===== src/rtl/diag_pkg.sv =====
package diag_pkg;

    typedef enum logic [1:0] {
        LVL_LOW   = 2'b00,
        LVL_HIGH  = 2'b01,
        LVL_XHIGH = 2'b10,
        LVL_BAD   = 2'b11
    } lvl_e;

    typedef enum logic [1:0] {
        STEP_IDLE    = 2'd0,
        STEP_OUT_OFF = 2'd1,
        STEP_ARMED   = 2'd2
    } step_e;

    function automatic int pow3(input int n);
        int r;
        r = 1;
        for (int i = 0; i < n; i++) r = r * 3;
        return r;
    endfunction

endpackage


===== src/rtl/diag_addr_decode.sv =====
module diag_addr_decode
    import diag_pkg::*;
#(
    parameter int DIGITS   = 3,
    parameter int NUM_BITS = 18,
    parameter int IDX_W    = 5
) (
    input  logic [2*DIGITS-1:0] sel_lvl,
    output logic [IDX_W-1:0]    idx,
    output logic                idx_ok
);
    logic [DIGITS-1:0] dig_ok;
    logic [IDX_W-1:0]  dig_term [DIGITS];
    logic [IDX_W-1:0]  sum;

    generate
        for (genvar g = 0; g < DIGITS; g++) begin : g_digit
            localparam int WEIGHT = pow3(g);
            assign dig_ok[g]   = (sel_lvl[2*g +: 2] != LVL_BAD);
            assign dig_term[g] = dig_ok[g] ? IDX_W'(WEIGHT * int'(sel_lvl[2*g +: 2])) : '0;
        end
    endgenerate

    always_comb begin
        sum = '0;
        for (int g = 0; g < DIGITS; g++) sum = sum + dig_term[g];
    end

    assign idx    = sum;
    assign idx_ok = (&dig_ok) && (int'(sum) < NUM_BITS);
endmodule


===== src/rtl/diag_bit_mux.sv =====
module diag_bit_mux #(
    parameter int STATE_W  = 16,
    parameter int CTERM_W  = 2,
    parameter int NUM_BITS = STATE_W + CTERM_W,
    parameter int IDX_W    = 5
) (
    input  logic [STATE_W-1:0] state_bits,
    input  logic [CTERM_W-1:0] cterm_bits,
    input  logic [IDX_W-1:0]   idx,
    input  logic               idx_ok,
    output logic               bit_out
);
    logic [NUM_BITS-1:0] view;

    generate
        for (genvar k = 0; k < NUM_BITS; k++) begin : g_slot
            if (k == 0) begin : g_c1
                assign view[k] = cterm_bits[1];
            end else if (k == 1) begin : g_ptop
                assign view[k] = state_bits[STATE_W-1];
            end else if (k == 2) begin : g_c0
                assign view[k] = cterm_bits[0];
            end else if (k == 3) begin : g_pnext
                assign view[k] = state_bits[STATE_W-2];
            end else begin : g_plow
                assign view[k] = state_bits[k-4];
            end
        end
    endgenerate

    assign bit_out = idx_ok & view[idx];
endmodule


===== src/rtl/diag_gap_timer.sv =====
module diag_gap_timer #(
    parameter int MIN_GAP = 4
) (
    input  logic clk,
    input  logic rst_n,
    input  logic restart,
    output logic done
);
    localparam int CNT_W = $clog2(MIN_GAP + 1);
    localparam logic [CNT_W-1:0] LIMIT = CNT_W'(MIN_GAP);

    logic [CNT_W-1:0] cnt;

    always_ff @(posedge clk or negedge rst_n) begin
        if (!rst_n)            cnt <= '0;
        else if (restart)      cnt <= '0;
        else if (cnt != LIMIT) cnt <= cnt + 1'b1;
    end

    assign done = (cnt == LIMIT);
endmodule


===== src/rtl/diag_entry_fsm.sv =====
module diag_entry_fsm
    import diag_pkg::*;
#(
    parameter int DIGITS = 3
) (
    input  logic                clk,
    input  logic                rst_n,
    input  logic                oe_pin,
    input  logic                oe_shared,
    input  logic [1:0]          i5_lvl,
    input  logic [1:0]          q0_lvl,
    input  logic [2*DIGITS-1:0] sel_lvl,
    input  logic                gap_done,
    output step_e               step,
    output logic                step_change,
    output logic                err
);
    step_e st_q, st_d;
    logic  viol;
    logic  sel_bad;
    logic  q0_x;

    assign q0_x = (q0_lvl == LVL_XHIGH);

    always_comb begin
        sel_bad = 1'b0;
        for (int g = 0; g < DIGITS; g++)
            if (sel_lvl[2*g +: 2] == LVL_BAD) sel_bad = 1'b1;
    end

    // state register
    always_ff @(posedge clk or negedge rst_n) begin
        if (!rst_n) st_q <= STEP_IDLE;
        else        st_q <= st_d;
    end

    // transitions: Disable, Arm, EarlyArm, BadLevel, Abort
    always_comb begin
        st_d = st_q;
        viol = 1'b0;
        unique case (st_q)
            STEP_IDLE: begin
                if (q0_x) begin
                    viol = 1'b1;
                end else if (oe_pin) begin
                    if (oe_shared && (i5_lvl != LVL_XHIGH)) viol = 1'b1;
                    else                                    st_d = STEP_OUT_OFF;
                end
            end
            STEP_OUT_OFF: begin
                if (!oe_pin) begin
                    st_d = STEP_IDLE;
                end else if (q0_x) begin
                    if (gap_done) begin
                        st_d = STEP_ARMED;
                    end else begin
                        viol = 1'b1;
                        st_d = STEP_IDLE;
                    end
                end
            end
            STEP_ARMED: begin
                if (!oe_pin || !q0_x) begin
                    st_d = STEP_IDLE;
                end else if (sel_bad) begin
                    viol = 1'b1;
                    st_d = STEP_IDLE;
                end
            end
            default: st_d = STEP_IDLE;
        endcase
    end

    // outputs
    always_ff @(posedge clk or negedge rst_n) begin
        if (!rst_n)    err <= 1'b0;
        else if (viol) err <= 1'b1;
    end

    assign step        = st_q;
    assign step_change = (st_d != st_q);
endmodule


===== src/rtl/diag_readout_ctrl.sv =====
module diag_readout_ctrl
    import diag_pkg::*;
#(
    parameter int STATE_W    = 16,
    parameter int CTERM_W    = 2,
    parameter int SEL_DIGITS = 3,
    parameter int MIN_GAP    = 4
) (
    input  logic                    clk,
    input  logic                    rst_n,
    input  logic                    oe_pin,
    input  logic                    oe_shared,
    input  logic [1:0]              i5_lvl,
    input  logic [1:0]              q0_lvl,
    input  logic [2*SEL_DIGITS-1:0] sel_lvl,
    input  logic [STATE_W-1:0]      state_bits,
    input  logic [CTERM_W-1:0]      cterm_bits,
    output logic [1:0]              entry_step,
    output logic                    state_hold,
    output logic                    read_valid,
    output logic                    read_bit,
    output logic                    protocol_error
);
    localparam int NUM_BITS = STATE_W + CTERM_W;
    localparam int MAX_CODE = pow3(SEL_DIGITS);
    localparam int IDX_W    = $clog2(MAX_CODE);

    step_e            step;
    logic             step_change;
    logic             gap_done;
    logic [IDX_W-1:0] idx;
    logic             idx_ok;
    logic             mux_bit;

    diag_entry_fsm #(.DIGITS(SEL_DIGITS)) u_fsm (
        .clk         (clk),
        .rst_n       (rst_n),
        .oe_pin      (oe_pin),
        .oe_shared   (oe_shared),
        .i5_lvl      (i5_lvl),
        .q0_lvl      (q0_lvl),
        .sel_lvl     (sel_lvl),
        .gap_done    (gap_done),
        .step        (step),
        .step_change (step_change),
        .err         (protocol_error)
    );

    diag_gap_timer #(.MIN_GAP(MIN_GAP)) u_gap (
        .clk     (clk),
        .rst_n   (rst_n),
        .restart (step_change),
        .done    (gap_done)
    );

    diag_addr_decode #(.DIGITS(SEL_DIGITS), .NUM_BITS(NUM_BITS), .IDX_W(IDX_W)) u_dec (
        .sel_lvl (sel_lvl),
        .idx     (idx),
        .idx_ok  (idx_ok)
    );

    diag_bit_mux #(.STATE_W(STATE_W), .CTERM_W(CTERM_W), .NUM_BITS(NUM_BITS), .IDX_W(IDX_W)) u_mux (
        .state_bits (state_bits),
        .cterm_bits (cterm_bits),
        .idx        (idx),
        .idx_ok     (idx_ok),
        .bit_out    (mux_bit)
    );

    assign entry_step = step;
    assign state_hold = (step == STEP_ARMED);
    assign read_valid = (step == STEP_ARMED) && gap_done;
    assign read_bit   = read_valid & mux_bit;
endmodule


===== config.mk =====
export PLATFORM = sky130hd
export DESIGN_NAME = diag_readout_ctrl
export DESIGN_NICKNAME = d
export VERILOG_FILES = /design/src/rtl/diag_pkg.sv /design/src/rtl/diag_addr_decode.sv /design/src/rtl/diag_bit_mux.sv /design/src/rtl/diag_gap_timer.sv /design/src/rtl/diag_entry_fsm.sv /design/src/rtl/diag_readout_ctrl.sv
export SDC_FILE = /design/constraint.sdc
export NUM_CORES = 1
export LEC_CHECK = 0
export BUFFER_PORTS_ARGS = -buffer_cell sky130_fd_sc_hd__buf_4
export CELL_PAD_IN_SITES_DETAIL_PLACEMENT = 0
export CELL_PAD_IN_SITES_GLOBAL_PLACEMENT = 2
export CORE_ASPECT_RATIO = 1.4
export CORE_MARGIN = 2
export CORE_UTILIZATION = 26
export DETAILED_ROUTE_END_ITERATION = 6
export PLACE_DENSITY = 0.8
export SYNTH_ARGS = -nofsm -noshare
export SYNTH_HDL_FRONTEND = slang
export SYNTH_SLANG_ARGS = --single-unit

===== constraint.sdc =====
create_clock -name clk -period 3.2 [get_ports clk]
set_input_delay 0.32 -clock clk [delete_from_list [all_inputs] [get_ports clk]]
set_output_delay 0.32 -clock clk [all_outputs]
set_load 0.05 [all_outputs]

# Word level (Yosys, flattened, before mapping)
# Index checks and enable logic that the tools add are counted.
[op_classes]
add_sub_neg = 3
n_mul = 2
n_lt_le_gt_ge = 2
n_eq_ne = 13
mux = 28
bitwise = 2
n_reduce_logical = 9
[op_table]
columns = ["op", "n"]
rows = [
  ["$mux 2", 9],
  ["$mux 1", 12],
  ["$add 5x5->5", 2],
  ["$eq 2x2->1 const B", 5],
  ["$mux 5", 2],
  ["$ne 2x2->1 const B", 4],
  ["$lt 5x6->1 const B", 1],
  ["$mux 3", 2],
  ["$pmux 2 s3", 1],
  ["$bmux 1 s5", 1],
  ["$lt 5x5->1 const B", 1],
  ["$mul 4x2->5 const A", 1],
  ["$mul 2x2->4 const A", 1],
  ["$add 3x1->3 const B", 1],
  ["$eq 3x3->1 const B", 1],
  ["$logic_and 1x1->1", 3],
  ["$ne 3x3->1 const B", 1],
  ["$pmux 1 s3", 1],
  ["$reduce_and 3->1", 1],
  ["$and 1x1->1", 2],
  ["$eq 2x1->1 const B", 1],
  ["$logic_not 1->1", 2],
  ["$logic_not 2->1", 1],
  ["$ne 2x2->1", 1],
  ["2 further kinds", 2],
]
[word_totals]
regBits = 6
inputBits = 32
out_inout_bits = 6
wordCells = 62

# Logic depth before layout (Yosys ltp)
# Gate-level depths: netlist (run 1).
[depth]
word_depth = 9
ltp_mapped = 12
depth_no_buf = 12

# By module
# Synthesis (run 1) repeated with hierarchy kept, for this count alone.
[unflattened]
hier_cells = 91
area_unflattened_um2 = 902.1
[modules_own_cells]
columns = ["mod", "n_inst", "cells_per_inst", "area_per_inst_um2", "seq_area_each_um2"]
rows = [
  ["diag_addr_decode", 1, 33, 296.5, 0.0],
  ["diag_entry_fsm", 1, 25, 232.7, 75.1],
  ["diag_gap_timer", 1, 17, 176.4, 75.1],
  ["diag_bit_mux", 1, 13, 167.7, 0.0],
  ["diag_readout_ctrl", 1, 3, 28.8, 0.0],
]

# Least setup slack after synthesis (run 1)
# No wires, ideal clock.
[synth_path]
path_type = "input to output"
from = "input sel_lvl[2]"
to = "output read_bit"
arrival_time_ns = 3.111
required_ns = 2.880
path_slack_ns = -0.231
stages = 11
path_buffers = 0
cell_sequence = "inv_1 -> ha_1 -> fa_1 -> inv_1 -> ha_1 -> inv_1 -> fa_1 -> mux4_1 -> mux2_2 -> a32oi_1 -> mux2i_1"
[synth_via]
elab_chain_len = 8
word_cells_on_any_way = 12
cone_classes = "add/sub (2); mul (1); order compare (1); eq/ne (1); mux (3); bitwise (2); reduce/logical (2)"
[synth_lines]
columns = ["item", "line", "rtl"]
rows = [
  ["start, declared", "diag_readout_ctrl.sv:15", "input logic [2*SEL_DIGITS-1:0] sel_lvl,"],
  ["$mul 2x2->4 or $ne 2x2->1 (tied branches)", "diag_addr_decode.sv:20, diag_addr_decode.sv:19", ""],
  ["$mux 5", "diag_addr_decode.sv:20", "assign dig_term[g] = dig_ok[g] ? IDX_W'(WEIGHT * int'(sel_lvl[2*g +: 2])) : '0;"],
  ["$add 5x5->5 (2 in a row)", "diag_addr_decode.sv:26", "for (int g = 0; g < DIGITS; g++) sum = sum + dig_term[g];"],
  ["$bmux 1 s5 or $lt 5x5->1 (tied branches)", "diag_bit_mux.sv:31, diag_addr_decode.sv:30", ""],
  ["$mux 1 (not written as such) or $logic_and 1x1->1 (tied branches)", "diag_bit_mux.sv:31, diag_addr_decode.sv:30", ""],
  ["$and 1x1->1 (*)", "diag_bit_mux.sv:31", "assign bit_out = idx_ok & view[idx];"],
  ["$and 1x1->1 (*)", "diag_readout_ctrl.sv:73", "assign read_bit = read_valid & mux_bit;"],
  ["end, declared", "diag_readout_ctrl.sv:21", "output logic read_bit,"],
]
# Mark *: on every way between the ends. The rest lies on a longest branch, timed or not. The select of a mux whose other input is x is not followed.

# Worst setup path after layout (run 1)
[layout_path]
from = "input sel_lvl[3]"
to = "output read_bit"
# Same word-level chain as after synthesis.

==> metrics.txt, run 1 <==
Ant. Diodes 0; CTS sink cnt 6; Peak supply drop 0.147 mV; final WL between 2000 and 2500 µm; gpl congestion 0.749; CTS Buf Count 3; Setup Fix Bufs, Post-CTS 0; Antenna Violating Nets Remaining 0; Worst-path clk slew approximately 30 ps; number of remaining DRC errors 0; Comb pwr share between 40 and 50%; fin crit share 102%; Mapped Cells 93; Synth cell types 26; Final Cell Area 0.00131 mm²; filler cell count around 310; Die H a little over 70 µm; CP Max Fanout 5; mean routed wirelength per cell between 10 and 15 µm; critical path endpoint category output pin; 1st-iter DRT viols 15; clk_lat worst skew 220 ps; share of cells above drive strength 1 a little under half; first-pass GRT wire length 3500 µm; DP Area around 0.0012 mm²; Avg Vias per Cell around 4.5; global router's overall resource usage approximately 13%; DRT Pass-1 Iters 4; count of final setup violators 1; die width about 52 µm; largest net degree at the start of global routing 8; DIE AREA around 0.0037 mm²; RSZ-0062 raised after global routing true; TritonCTS clock tree done; Arr. time, crit path ~3000 ps; worst r2r path cells 6; Max Cap Violations 0; NetSw roughly 140 µW; Fin. Hold Viols 0; area delta synth->final 56.3%; vias in the first global route between 800 and 900; worst hold margin ~350 ps; Syn Area/Cell ~9.0 µm²; Detail Placement HPWL between 1500 and 2000 µm; total number of vias a little under 800; internal power between 200 and 300 µW; CTS Buffer Depth 2; Worst setup SP type input port; Final nets about 180; Reg power frac 25.4%; I/O pin total 38; Slew headroom roughly 78%; P per Cell Area 336 mW/mm²; CP Class input port to output pin; H-Tree Level Count 1; worst hold path class input port to flop; mapped cell area roughly 840 µm²; leakage roughly 0.00064 µW; sequential area share after synthesis 17.9%; Synth Warn # 0; #FFs+latches synth 6; actual slew at the worst max-slew pin ~330 ps; Pins Over Slew Limit 0; Initial Util 27.1%; setup ws final -75.6 ps; clock share of power ~25%; Placement Rows 24; maximum clock frequency between 0.3 and 0.4 GHz; initial antenna violation count 0; Root Driver clkbuf_8; switching part of the total between 30 and 40%; Hold Path Stages 3; Critical Path RT 2880 ps; outcome finished, violations left; minimum clock period 3280 ps; Core Footprint 0.00309 mm²; failing checks setup timing; I/O Buffers 37; clk_skew ~0.87 ps; grt total ovfl 0; Mapped Nets ~140
layout by cell type (no fill, tap or decap), types with 2 or more instances in the layout:
cell type  instances
clkbuf_8           3
nor2b_1            4
nor3_1             3
or3b_2             2
xnor2_1            4
nand2_1            5
buf_6              2
fa_2               2
o22ai_1            2
ha_1               6
a221o_1            2
nand3_1            2
inv_1             13
buf_4             38
mux2_2             2
mux4_1             2
buf_8              2
nand2b_1           8
nor2_1             7
o211ai_1           2
ha_2               2
dfrtp_1            6
a21oi_1            2
registers in the layout, indices dropped and copies added, names as in the netlist:
| name | cells |
|---|---|
| u_gap.cnt | 3 |
| u_fsm.step | 2 |
| u_fsm.err | 1 |
critical path, stage by stage:
cell,delay [ps]
buf_8,100
ha_4,220
fa_1,430
inv_1,70
ha_2,170
inv_2,40
fa_2,560
mux4_2,310
mux2_4,290
a32oi_2,170
mux2i_2,110
buf_6,160
worst paths after layout:
path,end,slack [ps],startpoint
max,read_bit,-80,sel_lvl[3]
min,u_fsm.step[0],350,oe_pin
max reg2reg,u_fsm.err,1590,u_gap.cnt[0]
min reg2reg,u_fsm.err,510,u_fsm.err
max in group asynchronous,u_gap.cnt[2],2640,rst_n
min in group asynchronous,u_fsm.err,440,rst_n
Yosys cell counts, drive strengths merged:
master  instances  area, µm²
a221o           2       20.0
or2             1       6.26
a32oi           1       8.76
and3            1       6.26
o221a           1       11.3
fa              3       60.1
xnor2           4       35.0
a22oi           1       7.51
nand4b          1       8.76
mux2i           2       20.0
inv            15       56.3
or3b            2       17.5
nand3           2       10.0
nand2b          9       56.3
o22ai           2       12.5
mux4            3       78.8
nor3            3       15.0
buf             1       11.3
a21oi           2       10.0
o211ai          2       15.0
ha              9        113
nor2b           5       31.3
nand2           5       18.8
mux2            3       33.8
dfrtp           6        150
nor2            7       26.3
power groups by stage:
stage,combinational [µW],clock [µW],sequential (µW)
after floorplan,138,0,113
after CTS,220,116,112
after global placement,199,0,113
after global routing,244,122,114
final,218,111,112
after detailed placement,203,0,113
timing repair:
item | 4_1_cts | 5_1_grt
endpoints found under the hold margin | 6 | 0
gates cloned | 0 | 0
gates resized for setup | 17 | 2
pin swaps | 5 | 1
endpoints found under the setup margin | 1 | 1
hold buffers | 1 | 0
kinds of logic after synthesis:
kind of cell               share of synthesized area (%)
muxes                                               15.8
xor gates and xnor gates                            4.17
adders and majority gates                           20.6
AOI/OAI and AO/OA                                   10.1
buffers and inverters                               8.05
DFF                                                 17.9
and+or+nand+nor                                     23.4
through the flow:
step                      std cells  util, %  worst slack [ps]  setup TNS [ps]  power (µW)
after floorplan                  93        -              11.8               0         251
after global placement          173     38.7              -140            -140         312
after detailed placement        173     38.7              -236            -236         316
after CTS                       177     42.3              -107            -107         448
after global routing            177     42.4              -159            -159         481
final                           177     42.4             -75.6           -75.6         441
routing by layer:
layer  global-route usage [%]  wire (µm)  vias to the layer above
met5                        0          0                        -
met4                     7.31         16                        0
met3                     2.08         47                        2
met2                     22.8       1280                       11
met1                     12.9        726                      374
li1                         -          -                      409
final cells by class:
class,instances,area (µm²),share of cell area (%)
Clock buffer,3,41.3,3.15
Inverter,15,58.8,4.48
Multi-Input combinational cell,71,666,50.7
Sequential cell,6,150,11.4
Tap cell,39,48.8,3.72
Timing Repair Buffer,43,348,26.5
No activity file was read; power rests on OpenSTA's default activity.
==> run 2, diff against run 1 <==
- CORE_UTILIZATION: 26 -> 27
- CTS_CLUSTER_DIAMETER: not set -> 60
- PLACE_DENSITY: 0.8 -> 0.79
- SYNTH_HIERARCHICAL: not set -> 1
==> run 2 against run 1 <==
Against the previous run: the run still ends with setup timing left; sequential share of layout area decreased by 1.1 points; synthesized area rose by 7.5%; count of clock-buffer cells in the layout stayed put; non-clock buffer count grew 12; sequential cell count did not move; largest cell class unchanged; largest power group unchanged.
==> metrics.txt, run 2 <==
outcome finished, violations left; failing checks setup timing; mux cell area share after synthesis approximately 14%; CTS Buf Count 3; biggest area consumer among synthesized cells dfrtp_1; largest family of logic cells by synthesized area simple AND/OR/NAND/NOR gates; largest net degree at the start of global routing 13; critical path endpoint category output pin; Final Cell Area 0.00146 mm²; RSZ-0062 raised after global routing true; list of most frequent post-synthesis cells 9 x ha_1, 9 x inv_1, 6 x dfrtp_1; Detail Placement HPWL 2010 µm; simple-gate area share of the yosys netlist 30.0%; worst-path cell chain buf_4 > inv_2 > ha_4 > fa_1 > inv_1 > ha_2 > fa_2 > xnor2_2 > inv_2 > mux4_2 > mux2i_2 > nor4b_2 > a211o_1 > and4b_4 > buf_6; Ant. Diodes 0; I/O Buffers 37; Async S/R FF share, synth 100%; Critical Path RT between 2000 and 3000 ps; count of final setup violators 1; Hold Path Stages 3; final WL about 2400 µm; clk_lat worst skew 220 ps; EDFF count, synth 0; Largest Register u_gap/cnt; worst hold margin just over 400 ps; sequential area share after synthesis approximately 17%; Largest delay share family, worst path adder cells; Mapped Nets roughly 140; grt total ovfl 0; Synth Warn # 6; CTS Buffer Depth 2; critical path depth in cells 15; share of the synthesized area in the top cell type between 10% and 20%; total number of vias around 900; first-pass GRT wire length around 3800 µm; Max Cap Violations 0; Die H 72.4 µm; global router's overall resource usage roughly an eighth; Avg Vias per Cell between 4 and 5; Slew headroom a little over 60%; initial antenna violation count 0; max FFs per register 3; XOR/XNOR share of the synthesized area 1.94%; I/O pin total 38; TritonCTS clock tree done; Core Footprint approximately 0.0032 mm²; slowest stage delay, CP ~470 ps; fin crit share 110%; DIE AREA around 0.0038 mm²; Arr. time, crit path around 3200 ps; most frequent cells in the layout 53 x buf_4, 7 x inv_1, 7 x ha_1; P per Cell Area approximately 340 mW/mm²; Final TNS setup -309 ps; Worst Path Buf+Inv 5; DRT Pass-1 Iters 4; mean routed wirelength per cell 12.9 µm; Fin. Hold Viols 0; die width approximately 53 µm; Synth cell types 43; Worst setup SP type input port; Mapped Cells 91; Post-Synth Adder-Cell Area a little under a fifth; 1st-iter DRT viols 17; CP dominant cell by count inv_2; Initial Util between 20% and 30%; clk_skew approximately 3.3 ps; vias in the first global route 913; top_reg_cell synth dfrtp_1; setup ws final -309 ps; placed cells around 180; leakage 0.000718 µW; Placement Rows 24; minimum clock period roughly 3500 ps; Compound-Gate Fraction of Synth Area 14.4%; DP Area 0.00139 mm²; Worst path slowest cell fa_1; number of remaining DRC errors 0; gpl congestion approximately 0.7; CP Class input port to output pin; CTS sink cnt 6; Syn Area/Cell about 10 µm²; actual slew at the worst max-slew pin between 500 and 600 ps; Pins Over Slew Limit 0; worst hold path class input port to flop; Area contributors post-synth dfrtp_1 17%, ha_1 12%, fa_1 6.7%; Design Power 496 µW; Root Driver clkbuf_8; CP Max Fanout 5; mapped cell area 902 µm²; fin cells 188; Peak supply drop 0.355 mV; area delta synth->final 61.6%; Worst-path clk slew 40 ps; worst r2r path cells 6; Antenna Violating Nets Remaining 0; Final nets 195; H-Tree Level Count 1; share of cells above drive strength 1 around 54%; #FFs+latches synth 6; maximum clock frequency 0.285 GHz; most common cell after layout, fill and taps aside buf_4
## run 2: through the flow
step	util, %	setup slack, ps
CTS	46.2	-327
detailed placement	44.1	-381
finish	46.2	-309
floorplan	-	3.94
global route	46.2	-436
global placement	44.1	-364
## run 2: layer usage
layer / wire, µm / GRT usage [%] / vias up
met3: 209 / 2.06 / 4
met4: 29 / 5.13 / 0
met2: 1250 / 24.4 / 44
met1: 932 / 13.8 / 417
li1: - / - / 459
met5: 0 / 0 / -
## run 2: repair_timing
item / in CTS / in global routing
resized for setup: 2 / 0
hold buffers: 1 / 0
pin swaps: 1 / 0
setup endpoints to repair: 1 / 1
hold endpoints to repair: 6 / 0
buffers inserted: 1 / 0
## run 2: worst paths after layout
| path | to | slack [ps] | startpoint |
|---|---|---|---|
| max in group asynchronous | u_gap/cnt[0] | 2660 | rst_n |
| min in group asynchronous | u_fsm/step[1] | 430 | rst_n |
| worst max register to register | u_fsm/err | 1750 | u_gap/cnt[0] |
| worst min register to register | u_fsm/err | 510 | u_fsm/err |
| worst max-delay path | read_bit | -310 | sel_lvl[2] |
| worst min-delay path | u_fsm/step[1] | 400 | q0_lvl[0] |
## run 2: area by class of cell
type	instances	area (µm²)
clock buffer	3	41.3
fill	311	1700
inverter	9	33.8
multi-input combinational	76	764
sequential	6	150
tap	39	48.8
timing repair buffer	55	419
## run 2: report_power, final
group | internal [µW] | switching (µW) | total, µW
registers | 93.0 | 21.5 | 115
clock network | 80.7 | 31.4 | 112
logic | 155 | 114 | 269
## run 2: cells by family (layout without fill, tap and decap cells)
logic type                 count (synthesis)  in the layout
buffers and inverters                      9             67
and+or+nand+nor                           40             40
muxes                                      7              7
xor gates and xnor gates                   2              2
adders and majority gates                 12             12
AOI/OAI and AO/OA                         15             15
DFF                                        6              6
## run 2: worst reg2reg max path: cells and delay by family, from the launching register on
kind | cells | cell delay (ps)
flops | 1 | 410
compound gates | 2 | 340
simple gates | 2 | 270
fa+ha+maj | 1 | 240
buf+inv | 1 | 70
